**src/rtl/iodec_pkg.sv**
```systemverilog
package iodec_pkg;

    localparam int PORT_IN_W = 32;
    localparam int PORT_W    = 16;
    localparam int DATA_W    = 32;
    localparam int ADDR_W    = 48;
    localparam int SIZE_W    = 3;
    localparam int EN_BIT    = 31;

    localparam logic [PORT_W-1:0] CFG_ADDR_PORT = 16'h0CF8;
    localparam logic [PORT_W-1:0] CFG_DATA_PORT = 16'h0CFC;
    localparam logic [SIZE_W-1:0] DWORD_SIZE    = 3'd4;

    typedef enum logic [2:0] {
        K_IO       = 3'd0,
        K_CFG_REG  = 3'd1,
        K_CFG_DATA = 3'd2,
        K_CFG_OFF  = 3'd3,
        K_RANGE    = 3'd4
    } kind_e;

    typedef struct packed {
        logic [ADDR_W-1:0] addr;
        logic              reg_hit;
        logic              unmapped;
        logic              range_err;
        logic [DATA_W-1:0] rdata;
    } rsp_t;

    function automatic logic in_data_window(input logic [PORT_W-1:0] p);
        return p[PORT_W-1:2] == CFG_DATA_PORT[PORT_W-1:2];
    endfunction

endpackage

```
**src/rtl/iodec_classify.sv**
```systemverilog
module iodec_classify
    import iodec_pkg::*;
(
    input  logic                 valid,
    input  logic [PORT_IN_W-1:0] port_in,
    input  logic [SIZE_W-1:0]    size,
    input  logic                 write,
    input  logic                 cfg_en,
    output kind_e                kind,
    output logic                 reg_wr
);
    logic              hi_bits;
    logic [PORT_W-1:0] p;

    always_comb begin
        hi_bits = |port_in[PORT_IN_W-1:PORT_W];
        p       = port_in[PORT_W-1:0];
        if (hi_bits)
            kind = K_RANGE;
        else if (p == CFG_ADDR_PORT && size == DWORD_SIZE)
            kind = K_CFG_REG;
        else if (in_data_window(p))
            kind = cfg_en ? K_CFG_DATA : K_CFG_OFF;
        else
            kind = K_IO;
        reg_wr = valid && write && (kind == K_CFG_REG);
    end
endmodule

```
**src/rtl/iodec_cfg_reg.sv**
```systemverilog
module iodec_cfg_reg
    import iodec_pkg::*;
(
    input  logic              clk,
    input  logic              rst,
    input  logic              wr_en,
    input  logic [DATA_W-1:0] wdata,
    output logic [DATA_W-1:0] q
);
    always_ff @(posedge clk) begin
        if (rst)
            q <= '0;
        else if (wr_en)
            q <= wdata;
    end
endmodule

```
**src/rtl/iodec_addr_gen.sv**
```systemverilog
module iodec_addr_gen
    import iodec_pkg::*;
#(
    parameter logic [ADDR_W-1:0] IO_BASE  = 48'h0001_0000_0000,
    parameter logic [ADDR_W-1:0] CFG_BASE = 48'h0002_0000_0000
) (
    input  kind_e             kind,
    input  logic [PORT_W-1:0] port,
    input  logic              write,
    input  logic [DATA_W-1:0] cfg_q,
    output rsp_t              rsp
);
    always_comb begin
        rsp = '0;
        unique case (kind)
            K_IO:       rsp.addr = IO_BASE | ADDR_W'(port);
            K_CFG_DATA: rsp.addr = CFG_BASE | ADDR_W'({cfg_q[EN_BIT-1:2], port[1:0]});
            K_CFG_REG: begin
                rsp.reg_hit = 1'b1;
                rsp.rdata   = write ? '0 : cfg_q;
            end
            K_CFG_OFF: begin
                rsp.unmapped = 1'b1;
                rsp.rdata    = write ? '0 : '1;
            end
            default:    rsp.range_err = 1'b1;
        endcase
    end
endmodule

```
**src/rtl/iodec_top.sv**
```systemverilog
module iodec_top
    import iodec_pkg::*;
#(
    parameter logic [ADDR_W-1:0] IO_BASE  = 48'h0001_0000_0000,
    parameter logic [ADDR_W-1:0] CFG_BASE = 48'h0002_0000_0000
) (
    input  logic                 clk,
    input  logic                 rst,
    input  logic                 req_valid,
    input  logic [PORT_IN_W-1:0] req_port,
    input  logic [SIZE_W-1:0]    req_size,
    input  logic                 req_write,
    input  logic [DATA_W-1:0]    req_wdata,
    output logic                 rsp_valid,
    output logic [ADDR_W-1:0]    rsp_addr,
    output logic                 rsp_reg_hit,
    output logic                 rsp_unmapped,
    output logic                 rsp_range_err,
    output logic [DATA_W-1:0]    rsp_rdata
);
    kind_e             kind;
    logic              reg_wr;
    logic [DATA_W-1:0] cfg_q;
    rsp_t              rsp_d;
    rsp_t              rsp_q;
    logic              vld_q;

    iodec_classify u_classify (
        .valid   (req_valid),
        .port_in (req_port),
        .size    (req_size),
        .write   (req_write),
        .cfg_en  (cfg_q[EN_BIT]),
        .kind    (kind),
        .reg_wr  (reg_wr)
    );

    iodec_cfg_reg u_cfg (
        .clk   (clk),
        .rst   (rst),
        .wr_en (reg_wr),
        .wdata (req_wdata),
        .q     (cfg_q)
    );

    iodec_addr_gen #(
        .IO_BASE  (IO_BASE),
        .CFG_BASE (CFG_BASE)
    ) u_addr (
        .kind  (kind),
        .port  (req_port[PORT_W-1:0]),
        .write (req_write),
        .cfg_q (cfg_q),
        .rsp   (rsp_d)
    );

    always_ff @(posedge clk) begin
        if (rst) begin
            vld_q <= 1'b0;
            rsp_q <= '0;
        end else begin
            vld_q <= req_valid;
            rsp_q <= req_valid ? rsp_d : '0;
        end
    end

    assign rsp_valid     = vld_q;
    assign rsp_addr      = rsp_q.addr;
    assign rsp_reg_hit   = rsp_q.reg_hit;
    assign rsp_unmapped  = rsp_q.unmapped;
    assign rsp_range_err = rsp_q.range_err;
    assign rsp_rdata     = rsp_q.rdata;
endmodule

```
**config.mk**
```make
export PLATFORM = sky130hd
export DESIGN_NAME = iodec_top
export DESIGN_NICKNAME = d
export VERILOG_FILES = /design/src/rtl/iodec_pkg.sv /design/src/rtl/iodec_classify.sv /design/src/rtl/iodec_cfg_reg.sv /design/src/rtl/iodec_addr_gen.sv /design/src/rtl/iodec_top.sv
export SDC_FILE = /design/constraint.sdc
export NUM_CORES = 1
export LEC_CHECK = 0
export BUFFER_PORTS_ARGS = -buffer_cell sky130_fd_sc_hd__buf_2
export CORE_ASPECT_RATIO = 0.9
export CORE_MARGIN = 4
export CORE_UTILIZATION = 35
export CTS_CLUSTER_DIAMETER = 150
export DETAILED_ROUTE_END_ITERATION = 10
export GPL_ROUTABILITY_DRIVEN = 0
export GPL_TIMING_DRIVEN = 0
export MAX_ROUTING_LAYER = met4
export SYNTH_ARGS = -nofsm -noshare
export SYNTH_HDL_FRONTEND = slang
export SYNTH_SLANG_ARGS = --single-unit
```
**constraint.sdc**
```tcl
create_clock -name clk -period 2.8 [get_ports clk]
set_input_delay 0.28 -clock clk [delete_from_list [all_inputs] [get_ports clk]]
set_output_delay 0.28 -clock clk [all_outputs]
set_load 0.01 [all_outputs]
```
* After elaboration in Yosys (flattened, before gate mapping)
Index checks and enable logic that the tools add are counted.
Cells by class: eq/ne operators 6, muxes and demuxes 11, reduce and logical (&&, ||, !) cells 7, bitwise gates (word level) 1
Operator list (number):
- $pmux W34 S2 | 1
- $mux W32 | 2
- $pmux W32 S2 | 1
- $eq A16 B12 Y1 const B | 1
- $reduce_or A16 Y1 | 1
- $eq A14 B10 Y1 const B | 1
- $mux W3 | 3
- $eq A3 B2 Y1 const B | 2
- $mux W1 | 4
- $reduce_or A4 Y1 | 1
- $eq A3 B1 Y1 const B | 1
- $eq A3 B3 Y1 const B | 1
- $logic_and A1 B1 Y1 | 3
- $logic_not A3 Y1 | 1
- $reduce_or A2 Y1 | 1
- $not A1 Y1 | 1
Storage, ports and cells: input bits 71, register bits after elaboration 116, output and inout bits 84

* Depth between registers and ports, before layout
Gate-level depths: netlist (run 1).
depth in word-level cells 7, mapped depth 6, gate-level depth less buffers 4

* Cells and area by module
From an unflattened synthesis (run 1), not the netlist that was laid out.
Unflattened totals: cell total of the unflattened synthesis 422, area total of the unflattened synthesis 4692.0 um2
By module, submodules not included:
- iodec_top | instances 1, cells each 186, area each 2563.7 um2, sequential area each 1681.6 um2
- iodec_cfg_reg | instances 1, cells each 103, area each 1163.6 um2, sequential area each 640.6 um2
- iodec_addr_gen | instances 1, cells each 114, area each 792.0 um2, sequential area each 0.0 um2
- iodec_classify | instances 1, cells each 19, area each 172.7 um2, sequential area each 0.0 um2

* Worst setup path before layout (run 1)
No wires, ideal clock.
path type input to register, start input req_port[15], end register u_cfg.q[0], path slack 1.181 ns, library setup time 0.072 ns, data required time 2.728 ns, data arrival time 1.548 ns, stages 5, path through and4bb_1 nand4_2 nor3_4 buf_8 mux2i_1
On the way: longest elaborated chain between the ends 6, elaborated cells on any way between the ends 8, classes of those cells eq/ne: 3; mux: 3; reduce/logical: 2
RTL lines:
- from (decl) | RTL line iodec_top.sv:10 | input logic [PORT_IN_W-1:0] req_port,
- $eq A14 B10 Y1 / $eq A16 B12 Y1 (equally long branches) | RTL line iodec_pkg.sv:31, iodec_classify.sv:20
- $mux W3 / $logic_and A1 B1 Y1 (equally long branches) | RTL line iodec_classify.sv:22, iodec_classify.sv:20
- $mux W3 * | RTL line iodec_classify.sv:20 | else if (p == CFG_ADDR_PORT && size == DWORD_SIZE)
- $mux W3 * | RTL line iodec_classify.sv:18 | if (hi_bits)
- $eq A3 B1 Y1 * | RTL line iodec_classify.sv:26 | reg_wr = valid && write && (kind == K_CFG_REG);
- $logic_and A1 B1 Y1 * | RTL line iodec_classify.sv:26
- to (signal assigned) | RTL line iodec_cfg_reg.sv:14 | q <= wdata;
- to (decl) | RTL line iodec_cfg_reg.sv:8 | output logic [DATA_W-1:0] q
Mark *: on every way between the ends. The rest lies on a longest branch, timed or not. A chain may end at the register's enable or synchronous reset.

* Worst setup path in the final report (run 1)
start input req_port[22], end register u_cfg.q[11]
On the way: longest elaborated chain between the ends 4
RTL lines:
- $reduce_or A16 Y1 | RTL line iodec_classify.sv:16 | hi_bits = |port_in[PORT_IN_W-1:PORT_W];
- $mux W3 | RTL line iodec_classify.sv:18
- $eq A3 B1 Y1 | RTL line iodec_classify.sv:26
- $logic_and A1 B1 Y1 | RTL line iodec_classify.sv:26
Every way passes these cells.

==> results of run 1 <==
[layout by cell type, fill, tap and decap left out, types with 2 or more instances in the layout]
cell type and count:
inv_1 3, nand2_1 7, buf_8 3, nand4_1 16, and4_1 3, buf_4 15
diode_2 2, nor2_1 37, clkbuf_16 9, dfxtp_1 101, conb_1 15, a21oi_1 39
inv_6 2, nor4_1 5, buf_6 2, clkbuf_1 14, nand2b_1 66, nor3_1 3
buf_2 148, o211ai_1 7, nor2b_1 2, a21oi_2 8, mux2i_1 32, nor3_2 2
and2_1 15
[cell type report]
cell class | instances | area, µm²
sequential | 101 | 2020
clock inverter | 6 | 80.1
antenna | 2 | 5.00
timing repair buffer | 139 | 696
multi-input combinational | 267 | 1670
clock buffer | 10 | 239
fill | 1089 | 5710
buffer | 43 | 278
inverter | 3 | 11.3
tap | 152 | 190
[Yosys cell counts, types with 2 or more instances]
cell type / n
a21oi_1: 39
a21oi_2: 8
and2_1: 15
and4_1: 3
buf_2: 9
buf_4: 15
buf_6: 2
buf_8: 3
clkbuf_1: 14
dfxtp_1: 101
inv_1: 3
mux2i_1: 32
nand2_1: 7
nand2b_1: 66
nand4_1: 16
nor2_1: 37
nor2b_1: 2
nor3_1: 3
nor3_2: 2
nor4_1: 5
o211ai_1: 7
[stage by stage]
step / setup slack, ps / total power (W) / hold WS (ps)
floorplan: 1180 / 0.00156 / 392
global placement: 781 / 0.00163 / 463
detailed placement: 733 / 0.00163 / 470
CTS: 1070 / 0.00292 / 178
global route: 995 / 0.00299 / 179
finish: 1110 / 0.00289 / 184
[power by group]
part / total, W / switching, W / internal, W
Combinational: 0.000160 / 0.0000780 / 0.0000817
Sequential: 0.00144 / 0.000000429 / 0.00144
Clock: 0.00130 / 0.000565 / 0.000733
[worst reg2reg max path, cell delays in order, from the launching register on]
cell and delay [ps]:
dfxtp_1 420, nand2b_1 170, o21ai_1 100, a2111o_1 550
buf_6 210, a21oi_2 110
[sequential cells by signal, indices dropped and copies added, names as in the netlist]
name,cells
rsp_reg_hit,1
rsp_unmapped,1
rsp_valid,1
rsp_range_err,1
rsp_addr,33
u_cfg.q,32
rsp_rdata,32
[layer usage]
| layer | GRT usage (%) | vias up |
|---|---|---|
| met5 | - | - |
| met4 | 4.17 | 0 |
| met3 | 3.92 | 8 |
| met2 | 25.9 | 131 |
| met1 | 21.0 | 1467 |
| li1 | - | 1646 |
[cell families after synthesis]
group | count (synthesis)
buf+inv | 46
compound gates | 57
other cells | 1
simple gates | 163
flops | 101
mux | 32
[how the worst max path moves through the flow]
stage                 start            end  slack (ps)  depth (start not counted)
6_report       req_port[22]    u_cfg.q[11]        1110                          6
5_1_grt        req_port[12]    u_cfg.q[11]        1000                          6
4_1_cts        req_port[22]    u_cfg.q[11]        1070                          6
3_5_place_dp   req_port[22]     u_cfg.q[0]         730                          6
3_3_place_gp    req_port[0]  rsp_rdata[13]         780                          6
2_1_floorplan  req_port[15]     u_cfg.q[0]        1180                          5
==> run_results.csv, run 1 <==
group,metric,value,unit
outcome,status,"completed",
die,die_area,13000,µm²
worst_setup_path,slowest_delay,480,ps
placed_design,dp_cells,705,
placed_design,port_buffers,139,
worst_setup_path,crit_path_max_fanout,10,
clocking,postCtsHoldBufs,0,
route,drt-met1-wl,4710,µm
worst_setup_path,rrSetupSlack,1190,ps
logic_synthesis,ys_top_cells_by_area,"dfxtp_1, nand2b_1, mux2i_1",
job,cap_violations,0,
clocking,numCtsBuffers,9,
die,boundaryPins,155,
finish,final_net_count,635,
global_route,gr-total-overflow,0,
route,wl_per_cell,14.1,µm
timing,skew,5.59,ps
power_and_ir_drop,p_leak,2.25,nW
worst_setup_path,crit_slowest_cell,"nor3_4",
logic_synthesis,yosysTopAreaCell,"dfxtp_1",
worst_hold_path,hold_path_class,"input port to register",
worst_hold_path,min_to,"rsp_addr[1]",
timing,max_freq,0.592,GHz
logic_synthesis,synth_compound_gate_area_share,8.75,%
finish,fin_util,47.6,%
worst_hold_path,hold_path_depth,3,
worst_setup_path,crit_required,3060,ps
power_and_ir_drop,ir_drop,363,µV
clocking,cts_tree,"done",
global_route,grt_first_pass_wirelength,16200,µm
timing,worst_pin_slew,598,ps
clocking,clock_latency,340,ps
route,remaining_drc_errors,0,
global_route,grt_pass1_vias,3277,
worst_setup_path,crit_buf_inv,2,
logic_synthesis,synth_seq_cells,101,
timing,hold_viol_final,0,
logic_synthesis,ys.flop_type,"dfxtp_1",
worst_setup_path,worst-setup-path-type,"input port to register",
route,drt_iter0_markers,170,
timing,slew_viol_final,0,
clocking,cts_setup_buffers,0,
worst_setup_path,path_cells,"buf_2, nor4_1, nand4_1, nor3_4, buf_8, mux2i_1",
finish,area_delta_synth_final,32.1,%
logic_synthesis,ys_seq_area_share,51.4,%
die,initial_utilization,36.1,%
worst_setup_path,startpoint_type,"input port",
route,postRouteAntennaNets,0,
clocking,clockBufferDepth,2,
power_and_ir_drop,p_per_area,557,nW/µm²
clocking,cts.htree.levels,3,
logic_synthesis,syn_area,3930,µm²
timing,period_needed,1690,ps
placed_design,hpwl,7860,µm
die,die_height,109,µm
timing,slew_headroom,60.2,%
clocking,path_clk_slew,70,ps
logic_synthesis,synth-adder-area-share,0,%
worst_setup_path,cpLargestDelayFamily,"simple AND/OR/NAND/NOR gates",
route,viasPerCell,4.50,
finish,drive_above_1_share,34.8,%
logic_synthesis,yosys.area.top_type_share,51.4,%
die,fp-row-count,36,
clocking,cts_resized,0,
timing,setup_violations,0,
worst_setup_path,reg2reg_from,"u_cfg.q[31]",
logic_synthesis,syn_area_per_cell,9.83,µm²
timing,setup-tns-final,0,ps
logic_synthesis,synth.mux.area_fraction,8.15,%
placed_design,dpl-instance-area,4870,µm²
worst_hold_path,hold_path_startpoint,"req_port[1]",
logic_synthesis,synth_edf_count,0,
clocking,root_buffer,"clkbuf_16",
worst_setup_path,worstPathArrival,1950,ps
worst_setup_path,r2r_cells,5,
timing,rsz0062_at_grt,"false",
logic_synthesis,postSynth.asyncResetShare,0,%
finish,fin_area,5190,µm²
die,core_area,10900,µm²
global_route,antenna_found_initial,1,
route,routed-via-count,3252,
logic_synthesis,yosys.area_share.simple,24.2,%
logic_synthesis,yosysWarningCount,0,
die,die-width,120,µm
finish,final_cells,723,
worst_setup_path,reg2reg_to,"rsp_addr[14]",
logic_synthesis,synth_top_family_by_area,"simple AND/OR/NAND/NOR gates",
clocking,cts_sinks,101,
logic_synthesis,synth-xor-area-share,0,%
worst_setup_path,cp-end-kind,"register",
timing,fin_crit_sh,60.4,%
logic_synthesis,synth.distinct_cells,32,
route,wl,10200,µm
logic_synthesis,syn-instance-count,400,
global_route,grt_use_total,16.3,%
route,drt_pass1_iterations,4,
route,route.met3.wl,831,µm
route,highest_layer,"met4",
global_route,grt_max_degree,19,
route,dr_wl_met2,4590,µm
(Power assumes the default switching activity.)
==> run 2, diff against run 1 <==
clock period = 1.4 ns   (was 2.8 ns; I/O delays follow)
==> run_results.csv, run 2 (synthesis gave the netlist of run 1 again) <==
group,metric,value,unit
timing,hold_viol_final,0,
clocking,cts_tree,"done",
power_and_ir_drop,p_per_area,1100,nW/µm²
global_route,gr-total-overflow,0,
clocking,postCtsHoldBufs,0,
clocking,clockBufferDepth,2,
finish,drive_above_1_share,39.0,%
finish,layout_commonest_cell,"buf_2",
global_route,antenna_found_initial,2,
timing,slew_viol_final,0,
timing,setup-tns-final,0,ps
worst_setup_path,startpoint,"u_cfg.q[31]",
route,postRouteAntennaNets,0,
route,drt_iter0_markers,147,
worst_setup_path,worstPathArrival,1640,ps
global_route,grt_use_total,16.9,%
finish,multi_input_area,1750,µm²
finish,area_delta_synth_final,35.7,%
job,cap_violations,0,
power_and_ir_drop,seqPwrFrac,48.8,%
global_route,grt_max_degree,17,
power_and_ir_drop,p_total,0.00589,W
die,boundaryPins,155,
power_and_ir_drop,combPwrFrac,5.7,%
power_and_ir_drop,ir_drop,654,µV
placed_design,dp_cells,705,
route,viasPerCell,4.50,
timing,max_freq,0.730,GHz
clocking,numCtsBuffers,9,
outcome,status,"completed",
worst_hold_path,hold_path_depth,3,
timing,fin_ws,29.8,ps
power_and_ir_drop,swShare,20.9,%
timing,skew,9.68,ps
worst_setup_path,crit_required,1670,ps
clocking,cts_sinks,101,
global_route,grt_pass1_vias,3324,
worst_setup_path,r2r_cells,5,
die,die_area,13000,µm²
clocking,cts.htree.levels,3,
timing,setup_violations,0,
route,routed-via-count,3278,
worst_hold_path,hold_path_class,"input port to register",
route,drt_pass1_iterations,4,
placed_design,post-place-ws,-504,ps
worst_setup_path,startpoint_type,"register",
timing,fin_crit_sh,97.9,%
timing,worst_pin_slew,648,ps
die,die_height,109,µm
route,wl,10400,µm
finish,fillers,1091,
global_route,grt_first_pass_wirelength,16600,µm
worst_setup_path,cp-end-kind,"register",
finish,ff_latch_area,2030,µm²
finish,largest_register_ff_count,33,
worst_hold_path,hold_path_startpoint,"req_wdata[16]",
timing,period_needed,1370,ps
worst_setup_path,worst-setup-path-type,"register to register",
placed_design,port_buffers,139,
worst_setup_path,endpoint,"rsp_addr[13]",
timing,slew_headroom,56.8,%
route,wl_per_cell,14.3,µm
die,initial_utilization,36.1,%
power_and_ir_drop,p_leak,2.31,nW
power_and_ir_drop,p_int,0.00466,W
clocking,clock_latency,340,ps
worst_setup_path,reg2reg_to,"rsp_addr[13]",
clocking,path_clk_slew,70,ps
die,core_area,10900,µm²
power_and_ir_drop,clockPowerShare,45.5,%
finish,final_cell_mix,"buf_2, dfxtp_1, nand2b_1",
worst_setup_path,reg2reg_from,"u_cfg.q[31]",
finish,final_net_count,640,
placed_design,hpwl,8040,µm
timing,rsz0062_at_grt,"true",
worst_setup_path,crit_path_max_fanout,10,
worst_setup_path,rrSetupSlack,30,ps
clocking,root_buffer,"clkbuf_16",
route,remaining_drc_errors,0,
power_and_ir_drop,power.switching,0.00123,W
die,fp-row-count,36,
die,die-width,120,µm
finish,final_cells,728,
==> run 2: final cells by class <==
| cell class | instances | share of cell area [%] |
|---|---|---|
| Sequential cell | 101 | 38.0 |
| Multi-Input combinational cell | 267 | 32.7 |
| Timing Repair Buffer | 145 | 14.0 |
| Buffer | 42 | 5.35 |
| Clock buffer | 11 | 4.55 |
| Tap cell | 152 | 3.57 |
| Clock inverter | 5 | 1.57 |
| Inverter | 3 | 0.211 |
| Antenna cell | 2 | 0.0938 |
==> run 2: worst min path at each step <==
stage,endpoint
6_report,u_cfg.q[16]
5_1_grt,rsp_addr[14]
4_1_cts,rsp_addr[1]
3_5_place_dp,rsp_addr[0]
3_3_place_gp,rsp_addr[1]
2_1_floorplan,rsp_addr[0]
==> run 2: power by group through the flow <==
stage | Sequential [W] | Clock [W] | Combinational (W)
2_1_floorplan | 0.00294 | 0 | 0.000172
3_3_place_gp | 0.00294 | 0 | 0.000327
3_5_place_dp | 0.00294 | 0 | 0.000331
4_1_cts | 0.00287 | 0.00274 | 0.000338
5_1_grt | 0.00287 | 0.00286 | 0.000374
6_report | 0.00287 | 0.00268 | 0.000336
==> run 2: worst max-delay path: stages (launching register included) <==
cell and delay [ps]:
dfxtp_4 370, nand2b_4 140, o21ai_2 70, a2111o_1 430
buf_6 180, a21oi_2 110
==> run 2: timing repair <==
| item | CTS | global route |
|---|---|---|
| gates cloned | 0 | 0 |
| endpoints found under the setup margin | 87 | 52 |
| buffers inserted | 5 | 1 |
| gates resized for setup | 13 | 12 |
| pin swaps | 3 | 1 |
==> run 2: stage by stage <==
stage / cell area (µm²) / util (%) / hold WS (ps)
5_1_grt: 5330 / 48.9 / 55.7
3_3_place_gp: 4900 / 45.0 / 403
3_5_place_dp: 4900 / 45.0 / 411
2_1_floorplan: 4020 / - / 252
4_1_cts: 5300 / 48.6 / 46.8
6_report: 5330 / 48.9 / 59.5
==> run 2: routing by layer <==
layer | wire (µm) | vias to the layer above | global-route usage, %
li1 | - | 1662 | -
met1 | 4940 | 1486 | 21.9
met2 | 4620 | 121 | 25.9
met3 | 770 | 9 | 5.33
met4 | 101 | 0 | 3.92
met5 | 0 | - | -
==> run 3, diff against run 2 <==
HOLD_SLACK_MARGIN = 0.1   (was default)
==> run_results.csv, run 3 (synthesis gave the netlist of run 1 again) <==
group,metric,value,unit
outcome,status,"completed",
finish,final_cell_mix,"buf_2, dfxtp_1, nand2b_1",
worst_hold_path,hold_path_class,"input port to register",
die,fp-row-count,36,
timing,setup_violations,0,
placed_design,hpwl,8040,µm
worst_setup_path,crit_required,1680,ps
worst_setup_path,worst-setup-path-type,"register to register",
finish,largest_register_ff_count,33,
die,die-width,120,µm
route,drt_iter0_markers,136,
timing,fin_crit_sh,99.0,%
timing,slew_viol_final,0,
timing,slew_headroom,57.2,%
die,core_area,10900,µm²
global_route,grt_first_pass_wirelength,17700,µm
route,routed-via-count,3485,
placed_design,post-place-ws,-504,ps
power_and_ir_drop,ir_drop,667,µV
finish,final_net_count,689,
global_route,grt_pass1_vias,3531,
clocking,numCtsBuffers,9,
placed_design,dpl-instance-area,4900,µm²
clocking,cts_tree,"done",
finish,drive_above_1_share,36.4,%
placed_design,dp_cells,705,
die,boundaryPins,155,
timing,rsz0062_at_grt,"true",
timing,skew,11.1,ps
job,cap_violations,0,
timing,period_needed,1390,ps
finish,layout_commonest_cell,"buf_2",
timing,hold_viol_final,0,
worst_setup_path,cp-end-kind,"register",
global_route,gr-total-overflow,0,
worst_setup_path,worstPathArrival,1660,ps
placed_design,port_buffers,139,
worst_setup_path,crit_slowest_cell,"a2111o_1",
clocking,clockBufferDepth,2,
global_route,grt_use_total,17.9,%
die,die_area,13000,µm²
route,wl,11100,µm
clocking,path_clk_slew,80,ps
timing,max_freq,0.721,GHz
route,drt_pass1_iterations,4,
die,initial_utilization,36.1,%
clocking,cts_sinks,101,
finish,final_cells,777,
power_and_ir_drop,p_total,0.00601,W
route,wl_per_cell,14.3,µm
power_and_ir_drop,p_per_area,1030,nW/µm²
die,die_height,109,µm
worst_setup_path,path_cells,"nand2b_4, o21ai_2, a2111o_1, buf_4, a21oi_2",
clocking,cts.htree.levels,3,
global_route,antenna_found_initial,2,
route,postRouteAntennaNets,0,
finish,area_delta_synth_final,48.1,%
worst_setup_path,slowest_delay,460,ps
worst_setup_path,crit_path_max_fanout,5,
power_and_ir_drop,p_leak,2.51,nW
finish,fin_area,5820,µm²
clocking,clock_latency,340,ps
timing,fin_ws,13.6,ps
route,viasPerCell,4.49,
worst_setup_path,startpoint_type,"register",
route,remaining_drc_errors,0,
timing,worst_pin_slew,642,ps
clocking,root_buffer,"clkbuf_16",
timing,setup-tns-final,0,ps
global_route,grt_max_degree,17,
run 3: routing by layer:
layer  track usage, %  vias to the layer above  part of all wire, %
met2             28.9                      141                   46
met5                -                        -                    0
met1             22.4                     1576                   45
li1                 -                     1759                    -
met3             5.28                        9                  7.8
met4             3.92                        0                 0.91
run 3: through the flow:
step / util (%) / hold WS [ps]
4_1_cts: 52.9 / 108
2_1_floorplan: - / 252
6_report: 53.4 / 125
3_3_place_gp: 45.0 / 403
5_1_grt: 53.4 / 109
3_5_place_dp: 45.0 / 411
run 3: repair_timing:
item                                    4_1_cts  5_1_grt
gates resized for setup                      13       15
gates cloned                                  0        1
pin swaps                                     3        1
endpoints found under the setup margin       87       52
buffers inserted                              5        2
hold buffers                                 47        0
endpoints found under the hold margin        47        0
run 3: worst paths after layout:
path	startpoint	end	slack [ps]	cells after the start
max	u_cfg.q[31]	rsp_addr[11]	10	5
max reg2reg	u_cfg.q[31]	rsp_addr[11]	10	5
min	req_port[2]	rsp_unmapped	130	3
min reg2reg	u_cfg.q[1]	u_cfg.q[1]	480	2
run 3: critical path: cells and delay by family, from the launching register on:
family	cells	cell delay [ps]
compound gates	3	630
buf+inv	1	200
flops	1	360
simple gates	1	140
run 3: layout make-up:
| type | instances | area [µm²] |
|---|---|---|
| fill | 1049 | 5080 |
| antenna | 2 | 5.00 |
| tap | 152 | 190 |
| buffer | 42 | 285 |
| inverter | 3 | 11.3 |
| sequential | 101 | 2030 |
| timing repair buffer | 194 | 1230 |
| clock buffer | 11 | 243 |
| multi-input combinational | 267 | 1750 |
| clock inverter | 5 | 83.8 |
run 3: power by group:
group / leakage (nW) / total [W] / switching [W] / internal, W
Sequential: 0.814 / 0.00287 / 0.000000514 / 0.00287
Clock: 0.152 / 0.00269 / 0.00108 / 0.00162
Combinational: 1.55 / 0.000441 / 0.000187 / 0.000254
Total: 2.51 / 0.00601 / 0.00126 / 0.00475
